**config.mk**
```make
export PLATFORM = sky130hd
export DESIGN_NAME = rle_seq_core
export DESIGN_NICKNAME = d
export VERILOG_FILES = /design/src/rtl/rle_seq_pkg.sv /design/src/rtl/rle_seq_shift.sv /design/src/rtl/rle_seq_alu.sv /design/src/rtl/rle_seq_ctrl.sv /design/src/rtl/rle_seq_core.sv
export SDC_FILE = /design/constraint.sdc
export NUM_CORES = 1
export LEC_CHECK = 0
export BUFFER_PORTS_ARGS = -buffer_cell sky130_fd_sc_hd__buf_4
export CORE_MARGIN = 1.5
export CORE_UTILIZATION = 50
export DETAILED_ROUTE_END_ITERATION = 8
export GPL_TIMING_DRIVEN = 1
export PLACE_DENSITY = 0.69
export SLEW_MARGIN = 20
export SYNTH_ARGS = -nofsm -noshare
export SYNTH_HDL_FRONTEND = slang
export SYNTH_HIERARCHICAL = 1
export SYNTH_SLANG_ARGS = --single-unit
```
**constraint.sdc**
```tcl
create_clock -name clk -period 3.6 [get_ports clk]
set_input_delay 0.36 -clock clk [delete_from_list [all_inputs] [get_ports clk]]
set_output_delay 0.36 -clock clk [all_outputs]
set_load 0.02 [all_outputs]
```
**src/rtl/rle_seq_pkg.sv**
```systemverilog
package rle_seq_pkg;

   typedef enum logic [3:0] {
      OP_LOAD  = 4'd0,
      OP_SET   = 4'd1,
      OP_CLR   = 4'd2,
      OP_TGL   = 4'd3,
      OP_SHL   = 4'd4,
      OP_SHR   = 4'd5,
      OP_INV   = 4'd6,
      OP_AND   = 4'd7,
      OP_OR    = 4'd8,
      OP_XOR   = 4'd9,
      OP_XNOR  = 4'd10
   } seq_op_e;

   localparam int OP_W = 4;

   function automatic bit width_ok(int w);
      return (w == 32) || (w == 64);
   endfunction

endpackage

```
**src/rtl/rle_seq_shift.sv**
```systemverilog
module rle_seq_shift #(
   parameter int DATA_W = 32,
   parameter bit LEFT   = 1'b1,
   localparam int SH_W  = $clog2(DATA_W)
) (
   input  logic [DATA_W-1:0] din,
   input  logic [SH_W-1:0]   amt,
   output logic [DATA_W-1:0] dout
);

   logic [DATA_W-1:0] stage [0:SH_W];

   assign stage[0] = din;

   for (genvar s = 0; s < SH_W; s++) begin : g_stage
      localparam int DIST = 1 << s;
      if (LEFT) begin : g_left
         assign stage[s+1] = amt[s] ? {stage[s][DATA_W-1-DIST:0], {DIST{1'b0}}}
                                    : stage[s];
      end else begin : g_right
         assign stage[s+1] = amt[s] ? {{DIST{1'b0}}, stage[s][DATA_W-1:DIST]}
                                    : stage[s];
      end
   end

   assign dout = stage[SH_W];

endmodule

```
**src/rtl/rle_seq_alu.sv**
```systemverilog
module rle_seq_alu
   import rle_seq_pkg::*;
#(
   parameter int DATA_W = 32,
   localparam int SH_W  = $clog2(DATA_W)
) (
   input  logic [OP_W-1:0]   op,
   input  logic [DATA_W-1:0] cur,
   input  logic [DATA_W-1:0] arg,
   output logic [DATA_W-1:0] res
);

   logic [DATA_W-1:0] shl_q, shr_q;

   rle_seq_shift #(.DATA_W(DATA_W), .LEFT(1'b1)) u_shl (
      .din (cur),
      .amt (arg[SH_W-1:0]),
      .dout(shl_q)
   );

   rle_seq_shift #(.DATA_W(DATA_W), .LEFT(1'b0)) u_shr (
      .din (cur),
      .amt (arg[SH_W-1:0]),
      .dout(shr_q)
   );

   always_comb begin
      case (seq_op_e'(op))
         OP_LOAD: res = arg;
         OP_SET:  res = cur | arg;
         OP_CLR:  res = cur & ~arg;
         OP_TGL:  res = cur ^ arg;
         OP_SHL:  res = shl_q;
         OP_SHR:  res = shr_q;
         OP_INV:  res = ~cur;
         OP_AND:  res = cur & arg;
         OP_OR:   res = cur | arg;
         OP_XOR:  res = cur ^ arg;
         OP_XNOR: res = ~(cur ^ arg);
         default: res = cur;   // reserved codes keep the value
      endcase
   end

endmodule

```
**src/rtl/rle_seq_ctrl.sv**
```systemverilog
module rle_seq_ctrl #(
   parameter int CNT_W = 32
) (
   input  logic             clk,
   input  logic             rst,
   input  logic             el_valid,
   input  logic [CNT_W-1:0] el_hold,
   input  logic             el_pause,
   input  logic             gate,
   input  logic             retrigger,
   output logic             take,
   output logic             ready,
   output logic             underrun
);

   logic             active;
   logic             paused;
   logic             pause_pend;
   logic [CNT_W-1:0] remain;
   logic             hold_last;

   assign hold_last = (remain == '0);
   assign ready     = !gate && !paused &&
                      (!active || (hold_last && !pause_pend));
   assign take      = ready && el_valid;

   always_ff @(posedge clk) begin
      if (rst) begin
         active     <= 1'b0;
         paused     <= 1'b0;
         pause_pend <= 1'b0;
         remain     <= '0;
         underrun   <= 1'b0;
      end else if (!gate) begin
         if (take) begin
            active     <= 1'b1;
            remain     <= el_hold;
            pause_pend <= el_pause;
         end else if (paused) begin
            if (retrigger) paused <= 1'b0;
         end else if (active) begin
            if (!hold_last) begin
               remain <= remain - 1'b1;
            end else begin
               active <= 1'b0;
               if (pause_pend) paused <= 1'b1;
               else            underrun <= 1'b1;
            end
         end
      end
   end

   // the underrun flag never drops without reset
   a_r9_underrun_sticky: assert property (@(posedge clk) disable iff (rst)
      underrun |=> underrun);

   // a paused core stays paused until retrigger arrives
   a_r8_pause_holds: assert property (@(posedge clk) disable iff (rst)
      (paused && !retrigger) |=> paused);

   // a gated cycle never ends a hold
   a_r7_gate_freezes_count: assert property (@(posedge clk) disable iff (rst)
      (gate && active) |=> (active && $stable(remain)));

endmodule

```
**src/rtl/rle_seq_core.sv**
```systemverilog
module rle_seq_core
   import rle_seq_pkg::*;
#(
   parameter int DATA_W = 32,
   parameter int CNT_W  = 32
) (
   input  logic              clk,
   input  logic              rst,
   input  logic              el_valid,
   output logic              el_ready,
   input  logic [3:0]        el_op,
   input  logic [DATA_W-1:0] el_data,
   input  logic [CNT_W-1:0]  el_hold,
   input  logic              el_strobe_en,
   input  logic              el_pause,
   input  logic              gate,
   input  logic              retrigger,
   output logic [DATA_W-1:0] seq_out,
   output logic              seq_strobe,
   output logic              underrun
);

   // only the two supported widths elaborate
   if (!width_ok(DATA_W)) begin : g_bad_data_w
      $error("rle_seq_core: DATA_W must be 32 or 64");
   end
   if (!width_ok(CNT_W)) begin : g_bad_cnt_w
      $error("rle_seq_core: CNT_W must be 32 or 64");
   end

   logic              take;
   logic [DATA_W-1:0] next_val;

   rle_seq_ctrl #(.CNT_W(CNT_W)) u_ctrl (
      .clk      (clk),
      .rst      (rst),
      .el_valid (el_valid),
      .el_hold  (el_hold),
      .el_pause (el_pause),
      .gate     (gate),
      .retrigger(retrigger),
      .take     (take),
      .ready    (el_ready),
      .underrun (underrun)
   );

   rle_seq_alu #(.DATA_W(DATA_W)) u_alu (
      .op (el_op),
      .cur(seq_out),
      .arg(el_data),
      .res(next_val)
   );

   always_ff @(posedge clk) begin
      if (rst) begin
         seq_out    <= '0;
         seq_strobe <= 1'b0;
      end else begin
         if (take) seq_out <= next_val;
         seq_strobe <= take && el_strobe_en;
      end
   end

   // the output moves only on an accepting edge
   a_r5_hold_stable: assert property (@(posedge clk) disable iff (rst)
      !(el_valid && el_ready) |=> $stable(seq_out));

   // a strobe always follows an accepted, strobe-enabled element
   a_r6_strobe_on_accept: assert property (@(posedge clk) disable iff (rst)
      seq_strobe |-> $past(el_valid && el_ready && el_strobe_en));

   // nothing is taken while the gate is high
   a_r7_gate_no_take: assert property (@(posedge clk) disable iff (rst)
      gate |-> !el_ready);

endmodule

```
# Word-level counts from Yosys, hierarchy flattened
# Cells that the tools add are included.
word_totals:
  reg_bits: 69
  in_bits: 75
  output_inout_bits: 35
  elab_cells: 83
op_classes:
  add_sub_neg: 1
  eq_ne: 14
  n_mux: 24
  bitwise_logic: 11
  reduce_logical: 24
op_table:
  columns: ["op", "n"]
  rows:
  - ["$mux 32", 14]
  - ["$pmux 32 s9", 1]
  - ["$not 32->32", 3]
  - ["$and 32x32->32", 2]
  - ["$logic_not 32->1", 1]
  - ["$or 32x32->32", 1]
  - ["$sub 32x1->32 const B", 1]
  - ["$xor 32x32->32", 1]
  - ["$eq 4x3->1 const B", 4]
  - ["$eq 4x4->1 const B", 3]
  - ["$ne 6x6->1 const B", 2]
  - ["$mux 1", 9]
  - ["$reduce_bool 9->1", 1]
  - ["$eq 4x2->1 const B", 2]
  - ["$reduce_and 2->1", 4]
  - ["$reduce_and 3->1", 2]
  - ["$reduce_and 6->1", 1]
  - ["$logic_and 1x1->1", 5]
  - ["$eq 4x1->1 const B", 1]
  - ["$logic_not 1->1", 4]
  - ["$logic_not 4->1", 1]
  - ["$ne 2x2->1 const B", 2]
  - ["$not 1->1", 4]
  - ["$reduce_and 4->1", 1]
  - ["other kinds (3)", 4]

# Logic depth before layout (Yosys ltp)
# Gate-level depths: netlist (run 1).
logic_depth:
  depth_word: 7
  depth_mapped: 14
  depth_no_buf: 10

# Cells and area by module
# Netlist (run 1), hierarchy kept.
modules_own_cells:
  columns: ["mod", "n_inst", "cells_each", "area_each_um2"]
  rows:
  - ["rle_seq_alu", 1, 608, 3915.0]
  - ["rle_seq_ctrl", 1, 282, 2297.2]
  - ["rle_seq_shift at u_alu.u_shr", 1, 192, 1778.0]
  - ["rle_seq_shift at u_alu.u_shl", 1, 183, 1774.2]
  - ["rle_seq_core", 1, 107, 1197.4]

# Worst setup path before layout (run 1)
# Ideal clock, no wire load.
synth_timing:
  kind: "register -> register"
  start: "register u_ctrl.remain[26]"
  end: "register seq_out[17]"
  setup_time_ns: 0.128
  t_arrival_ns: 2.611
  t_required_ns: 3.472
  slack_ns: 0.861
  path_stages_with_launch: 13
  path_buffers: 5
  synth_period_minus_slack_ns: 2.739
  cell_sequence: "dfxtp_1 or4_1 or3_1 buf_2 o41ai_4 nand2_2 inv_2 buf_4 buf_4 buf_6 buf_12 mux2i_1 nor2_1"
synth_via:
  elab_chain_cells: 6
synth_lines:
  columns: ["element", "line", "text"]
  rows:
  - ["start: declaration", "rle_seq_ctrl.sv:19", "logic [CNT_W-1:0] remain;"]
  - ["start signal: assignment", "rle_seq_ctrl.sv:37", "remain <= el_hold;"]
  - ["start signal: assignment", "rle_seq_ctrl.sv:43", "remain <= remain - 1'b1;"]
  - ["$logic_not 32->1", "rle_seq_ctrl.sv:22", "assign hold_last = (remain == '0);"]
  - ["$logic_and 1x1->1", "rle_seq_ctrl.sv:24", "(!active || (hold_last && !pause_pend));"]
  - ["$logic_or 1x1->1", "rle_seq_ctrl.sv:24", null]
  - ["$logic_and 1x1->1", "rle_seq_ctrl.sv:23", "assign ready = !gate && !paused &&"]
  - ["$logic_and 1x1->1", "rle_seq_ctrl.sv:25", "assign take = ready && el_valid;"]
  - ["net take", "rle_seq_core.sv:31", "logic take;"]
  - ["$reduce_and 2->1 (no source line)", null, null]
  - ["end signal: assignment", "rle_seq_core.sv:59", "if (take) seq_out <= next_val;"]
  - ["end: declaration", "rle_seq_core.sv:18", "output logic [DATA_W-1:0] seq_out,"]
# The timed path passes the listed nets, and every way through them passes these cells.
# A chain may end at the register's enable or synchronous reset.

# Worst setup path after layout (run 1)
layout_timing:
  start: "register seq_out[22]"
  end: "register seq_out[4]"
layout_via:
  elab_chain_cells: 6
layout_lines:
  columns: ["element", "line", "text"]
  rows:
  - ["$mux 32 (5 in a row)", "rle_seq_shift.sv:21", "assign stage[s+1] = amt[s] ? {{DIST{1'b0}}, stage[s][DATA_W-1:DIST]}"]
  - ["net u_alu.shr_q[4]", "rle_seq_alu.sv:13", "logic [DATA_W-1:0] shl_q, shr_q;"]
  - ["$pmux 32 s9", "rle_seq_alu.sv:28", "case (seq_op_e'(op))"]
  - ["net next_val[4]", "rle_seq_core.sv:32", "logic [DATA_W-1:0] next_val;"]
# The timed path passes the listed nets, and every way through them passes these cells. The select of a mux whose other input is x is not followed.

==> results of run 1 <==
==> sequential cells by signal (all words and copies together), names as in the netlist <==
| name | flops |
|---|---|
| seq_out | 32 |
| seq_strobe | 1 |
| u_ctrl/active | 1 |
| u_ctrl/pause_pend | 1 |
| u_ctrl/paused | 1 |
| u_ctrl/remain | 32 |
| u_ctrl/underrun | 1 |
==> power groups by stage <==
stage                     Sequential, µW  Clock [µW]  Combinational, µW
final                                918         958               1530
after global routing                 924        1010               1650
after CTS                            912         976               1490
after global placement               928           0               1470
after detailed placement             930           0               1490
after floorplan                      924           0               1060
==> critical path: stages (launching register included) <==
cell       delay, ns
dfxtp_1         0.55
mux4_1          0.63
a222oi_1        0.73
o221ai_1        0.22
mux2i_1         0.37
o2bb2ai_1       0.13
a221oi_1        0.24
nand3_1         0.11
mux2i_1         0.14
nor2_1          0.05
==> layer usage <==
layer	wire length, µm	share of wire
met1	16830	0.39
met2	19060	0.45
met3	4888	0.11
met4	1935	0.045
met5	0	0
==> cell type report <==
cell class              instances  area, µm²  share of cell area
multi-input cells            1080       8451              0.6968
well taps                     275      344.1             0.02837
inverters                      89      334.1             0.02755
repair buffers                174       1319              0.1087
clock inverters                 7      73.82            0.006087
flip-flops and latches         69       1381              0.1139
clock buffers                   9      225.2             0.01857
==> per-stage QoR <==
| step | cell area [µm²] | std cells | setup WS, ns |
|---|---|---|---|
| after floorplan | 10960 | 1372 | 0.8609 |
| after global placement | 11830 | 1687 | 0.06352 |
| after detailed placement | 11830 | 1687 | 0.09924 |
| after CTS | 12130 | 1703 | 0.4700 |
| after global routing | 12130 | 1703 | 0.1622 |
| final | 12130 | 1703 | 0.3000 |
==> layout by cell type (no fill, tap or decap), types with 31 or more instances in the layout <==
master and instances:
a21oi_1 76, a22oi_1 35, buf_4 173, dfxtp_1 69, ha_1 34, inv_1 84, mux2_2 31, mux2i_1 86
mux4_2 43, nand2_1 104, nand2b_1 36, nand3_1 40, nor2_1 102, o21ai_0 63, o22ai_1 62
==> how the worst max path moves through the flow <==
stage | endpoint | slack, ns | cells past startpoint
after CTS | seq_out[4] | 0.47 | 9
after global routing | seq_out[4] | 0.16 | 10
after floorplan | seq_out[17] | 0.86 | 12
after detailed placement | seq_out[4] | 0.1 | 10
after global placement | seq_out[4] | 0.06 | 10
final | seq_out[4] | 0.30 | 9
==> cell families (layout without fill, tap and decap cells) <==
logic type      Yosys count  in the layout
compound gates          457            457
simple gates            409            409
buf+inv                 223            279
mux                     177            177
flops                    69             69
fa+ha+maj                34             34
xor+xnor                  3              3
==> results.json, run 1 <==
{
  "status": "completed",
  "max_slew_margin": 0.3393,
  "grt_setup_unrepaired": "false",
  "min_path_type": "primary input to flop",
  "die_w_um": 151.1,
  "ant_nets": 0,
  "fin_util": 0.5697,
  "maxCapViolations": 0,
  "total_power_uw": 3407,
  "r2r-start": "seq_out[22]",
  "place.gp.congestion": 1.022,
  "pin_count": 110,
  "synth_xor_area_frac": 0.002397,
  "routed_wl_um": 42710,
  "hold_ws_ns": 0.2350,
  "cp.arrival_ns": 3.52,
  "synth.top_cells.by_area": "dfxtp_1 13%, mux4_2 8.8%, mux2i_1 7.9%",
  "synth_fa_ha_area_frac": 0.03881,
  "clk_pin_slew_ns": 0.07,
  "critPathLaunch": "seq_out[22]",
  "area_growth_syn_to_layout_pct": 10.64,
  "num_rows": 53,
  "hold_depth": 3,
  "synthCells": 1372,
  "peakVddDrop_v": 0.0002209,
  "hp-start": "el_strobe_en",
  "drc": 0,
  "synth_mux_area_frac": 0.2367,
  "core_um2": 21290,
  "yosysSeqAreaShare": 0.1260,
  "wl_per_cell_um": 25.08,
  "p_per_area_nw_per_um2": 280.9,
  "r2r_slack_ns": 0.30,
  "drt_pass1_iterations": 8,
  "root_buffer": "clkbuf_16",
  "drive_gt1_frac": 0.2073,
  "critPathRequiredTime_ns": 3.82,
  "finalNetCount": 1532,
  "skew_ns": 0.006876,
  "drv_slew": 0,
  "initial_core_util": 0.5150,
  "synth.yosys.warnings": 6,
  "syn-num-nets": 1481,
  "clockPowerShare": 0.281,
  "cts_made_buffers": 9,
  "cp-start-kind": "flop",
  "grt_max_degree": 61,
  "avgSynthCellArea_um2": 7.990,
  "n_fill_cell": 1986,
  "comb_power_share": 0.450,
  "synth_edf_count": 0,
  "synth_top_cell_area_share": 0.1260,
  "cts_max_level": 3,
  "worstSetupPathType": "flop to flop",
  "drt-vias-per-instance": 7.193,
  "intPower_uw": 1930,
  "synth_top_area_cell": "dfxtp_1",
  "first_iter_violations": 1490,
  "top_usage_layer": "met2",
  "power.leakage_uw": 0.004634,
  "grt_pass1_vias": 10970,
  "cp_max_fo": 16,
  "grt.met2_usage": 0.5635,
  "diodes": 0,
  "yosys.area_share.simple": 0.1934,
  "endpoint_kind": "flop",
  "r2r_end": "seq_out[4]",
  "cts.sink_count": 69,
  "clk_path_buf_depth": 2,
  "clkLatencyLatePin_ns": 0.36,
  "synth_common_cells": "104 x nand2_1, 104 x nor2_1, 86 x mux2i_1",
  "vias": 12250,
  "overflow": 0,
  "grtUsageMet1": 0.4956,
  "yosys.cell_types.count": 89,
  "fin_setup_tns_ns": 0,
  "finalHoldViolCount": 0,
  "power_switching_uw": 1477,
  "fmax_mhz": 303.0,
  "p_seq_frac": 0.269,
  "synthArstFlopShare": 0,
  "grt_pass1_wl_um": 64700,
  "swShare": 0.4335,
  "ctsResizeCount": 0,
  "synth_top_family_by_area": "compound AO/OA/AOI/OAI gates",
  "antenna_found_initial": 0,
  "hpwl_um": 29040,
  "cts_tree": "done",
  "worstMarginPinSlew_ns": 0.9887,
  "synth_ff_type": "dfxtp_1",
  "min_to": "seq_strobe",
  "syn-cell-area_um2": 10960,
  "holdBufCountCts": 0,
  "ff2ff_path_depth": 9,
  "fp.dieH_um": 151.1,
  "cts_setup_buffers": 0,
  "min_period_ns": 3.300,
  "io_buffers": 109,
  "timing.final.crit_share": 0.9167,
  "die_area_um2": 22820,
  "grt_usage": 0.3689,
  "ys_ff_latch": 69,
  "synth-compound-area-share": 0.2984,
  "setup_viol": 0,
  "met3_usage": 0.08614
}
Note: power is estimated with default switching activity, not from simulation.
==> run 2, diff against run 1 <==
--- a/config.mk
+++ b/config.mk
@@ -6,11 +6,13 @@
 export NUM_CORES = 1
 export LEC_CHECK = 0
 export BUFFER_PORTS_ARGS = -buffer_cell sky130_fd_sc_hd__buf_4
+export CELL_PAD_IN_SITES_DETAIL_PLACEMENT = 2
+export CELL_PAD_IN_SITES_GLOBAL_PLACEMENT = 2
 export CORE_MARGIN = 1.5
-export CORE_UTILIZATION = 50
+export CORE_UTILIZATION = 37
 export DETAILED_ROUTE_END_ITERATION = 8
 export GPL_TIMING_DRIVEN = 1
-export PLACE_DENSITY = 0.69
+export PLACE_DENSITY_LB_ADDON = 0.1
 export SLEW_MARGIN = 20
 export SYNTH_ARGS = -nofsm -noshare
 export SYNTH_HDL_FRONTEND = slang
==> run 2 against run 1 <==
  * Final area is 3.5% higher
  * Clock-buffer cell count is the same
  * Fmax down 0.20%
  * Clock power up 15%
  * Combinational power increased by 8%
  * Register-to-register slack about the same
  * Critical endpoint unchanged
  * Largest power group unchanged
  * Highest routed layer is now met5
==> results.json, run 2 (synthesis gave the netlist of run 1 again) <==
{
  "endpoint": "seq_out[4]",
  "r2r_end": "seq_out[4]",
  "cpPeakStageDelay_ns": 0.63,
  "p_per_area_nw_per_um2": 294.0,
  "r2r-start": "seq_out[26]",
  "skew_ns": 0.01221,
  "hold_depth": 3,
  "endpoint_kind": "flop",
  "drive_gt1_frac": 0.2204,
  "cts_made_buffers": 9,
  "ctsResizeCount": 0,
  "setup_viol": 0,
  "timing.final.crit_share": 0.9185,
  "first_iter_violations": 1053,
  "power.leakage_uw": 0.004785,
  "cp_max_fo": 13,
  "cp_slowest_cell": "mux4_1",
  "min_period_ns": 3.307,
  "critPathLaunch": "seq_out[26]",
  "mostFrequentLayoutCells": "190 x buf_4, 104 x nand2_1, 102 x nor2_1",
  "drv_slew": 0,
  "wl_per_cell_um": 29.11,
  "clkLatencyLatePin_ns": 0.37,
  "grt_usage": 0.3457,
  "fp.dieH_um": 175.1,
  "pin_count": 110,
  "fin_setup_tns_ns": 0,
  "hold_ws_ns": 0.2181,
  "final_common_cell": "buf_4",
  "overflow": 0,
  "diodes": 0,
  "cts_max_level": 3,
  "clockPowerShare": 0.298,
  "critPathRequiredTime_ns": 3.84,
  "place.gp.congestion": 0.9450,
  "hpwl_um": 37400,
  "io_buffers": 109,
  "cts_tree": "done",
  "final_area_um2": 12560,
  "path_cells": "mux4_1, a222oi_1, buf_4, o221ai_1, mux2i_1, buf_4, o2bb2ai_1, a221oi_1, nand3_1, mux2i_1, nor2_1",
  "grt_setup_unrepaired": "false",
  "drt-vias-per-instance": 6.884,
  "worstSetupPathType": "flop to flop",
  "fmax_mhz": 302.4,
  "drt_pass1_iterations": 7,
  "p_seq_frac": 0.253,
  "status": "completed",
  "core_um2": 28940,
  "swShare": 0.4307,
  "antenna_found_initial": 1,
  "worstMarginPinSlew_ns": 1.109,
  "initial_core_util": 0.3788,
  "cts.sink_count": 69,
  "r2r_slack_ns": 0.29,
  "cp.arrival_ns": 3.55,
  "area_growth_syn_to_layout_pct": 14.56,
  "power_switching_uw": 1590,
  "placed_cell_area_um2": 12230,
  "top_regs": "seq_out x32, u_ctrl/remain x32",
  "die_area_um2": 30670,
  "root_buffer": "clkbuf_16",
  "comb_power_share": 0.448,
  "min_path_type": "primary input to flop",
  "ff2ff_path_depth": 11,
  "intPower_uw": 2102,
  "clk_pin_slew_ns": 0.07,
  "drc": 0,
  "peakVddDrop_v": 0.0002203,
  "finalHoldViolCount": 0,
  "finalNetCount": 1556,
  "grt_max_degree": 59,
  "grt_pass1_wl_um": 81340,
  "holdBufCountCts": 0,
  "maxCapViolations": 0,
  "cts_setup_buffers": 0,
  "ant_nets": 0,
  "cp-start-kind": "flop",
  "vias": 12640,
  "clk_path_buf_depth": 2,
  "num_rows": 62,
  "grt_pass1_vias": 12980,
  "routed_wl_um": 53440,
  "max_slew_margin": 0.2601,
  "die_w_um": 175.1
}
run 2: worst min path at each step:
stage | endpoint | start
6_report | seq_strobe | el_strobe_en
3_3_place_gp | u_ctrl/remain[25] | u_ctrl/remain[25]
2_1_floorplan | u_ctrl/remain[25] | u_ctrl/remain[25]
5_1_grt | seq_strobe | el_strobe_en
3_5_place_dp | u_ctrl/remain[25] | u_ctrl/remain[25]
4_1_cts | seq_strobe | el_strobe_en
run 2: area by class of cell:
type / instances / area, µm²
Fill cell: 3350 / 16380
Multi-Input combinational cell: 1080 / 8446
Timing Repair Buffer: 198 / 1587
Sequential cell: 69 / 1381
Tap cell: 384 / 480.5
Inverter: 89 / 334.1
Clock buffer: 9 / 225.2
Clock inverter: 7 / 105.1
run 2: power groups by stage:
stage,combinational (µW),sequential [µW],clock [µW]
6_report,1650,936,1100
5_1_grt,1780,944,1150
4_1_cts,1630,933,1120
3_5_place_dp,1620,949,0
3_3_place_gp,1560,945,0
2_1_floorplan,1060,924,0
run 2: metrics by stage:
stage                     cells  setup WS, ns  total power (µW)    util
final                      1836        0.2933              3692  0.4340
after global placement     1820        0.2742              2508  0.4226
after detailed placement   1820        0.1478              2569  0.4226
after CTS                  1836        0.4200              3688  0.4340
after global routing       1836        0.2879              3866  0.4340
after floorplan            1372        0.8609              1980       -
run 2: worst max-delay path, delay by kind of cell (launching register included):
family          cells  cell delay, ns
buf+inv             2            0.38
compound gates      4            1.11
flops               1            0.49
mux                 3            1.02
simple gates        2            0.17
run 2: per-layer routing:
layer / wire (µm) / global-route usage / vias up
met1: 22730 / 0.4498 / 6443
met2: 24600 / 0.5574 / 570
li1: - / - / 5489
met5: 14 / 0 / -
met3: 3682 / 0.05896 / 135
met4: 2406 / 0.1599 / 2
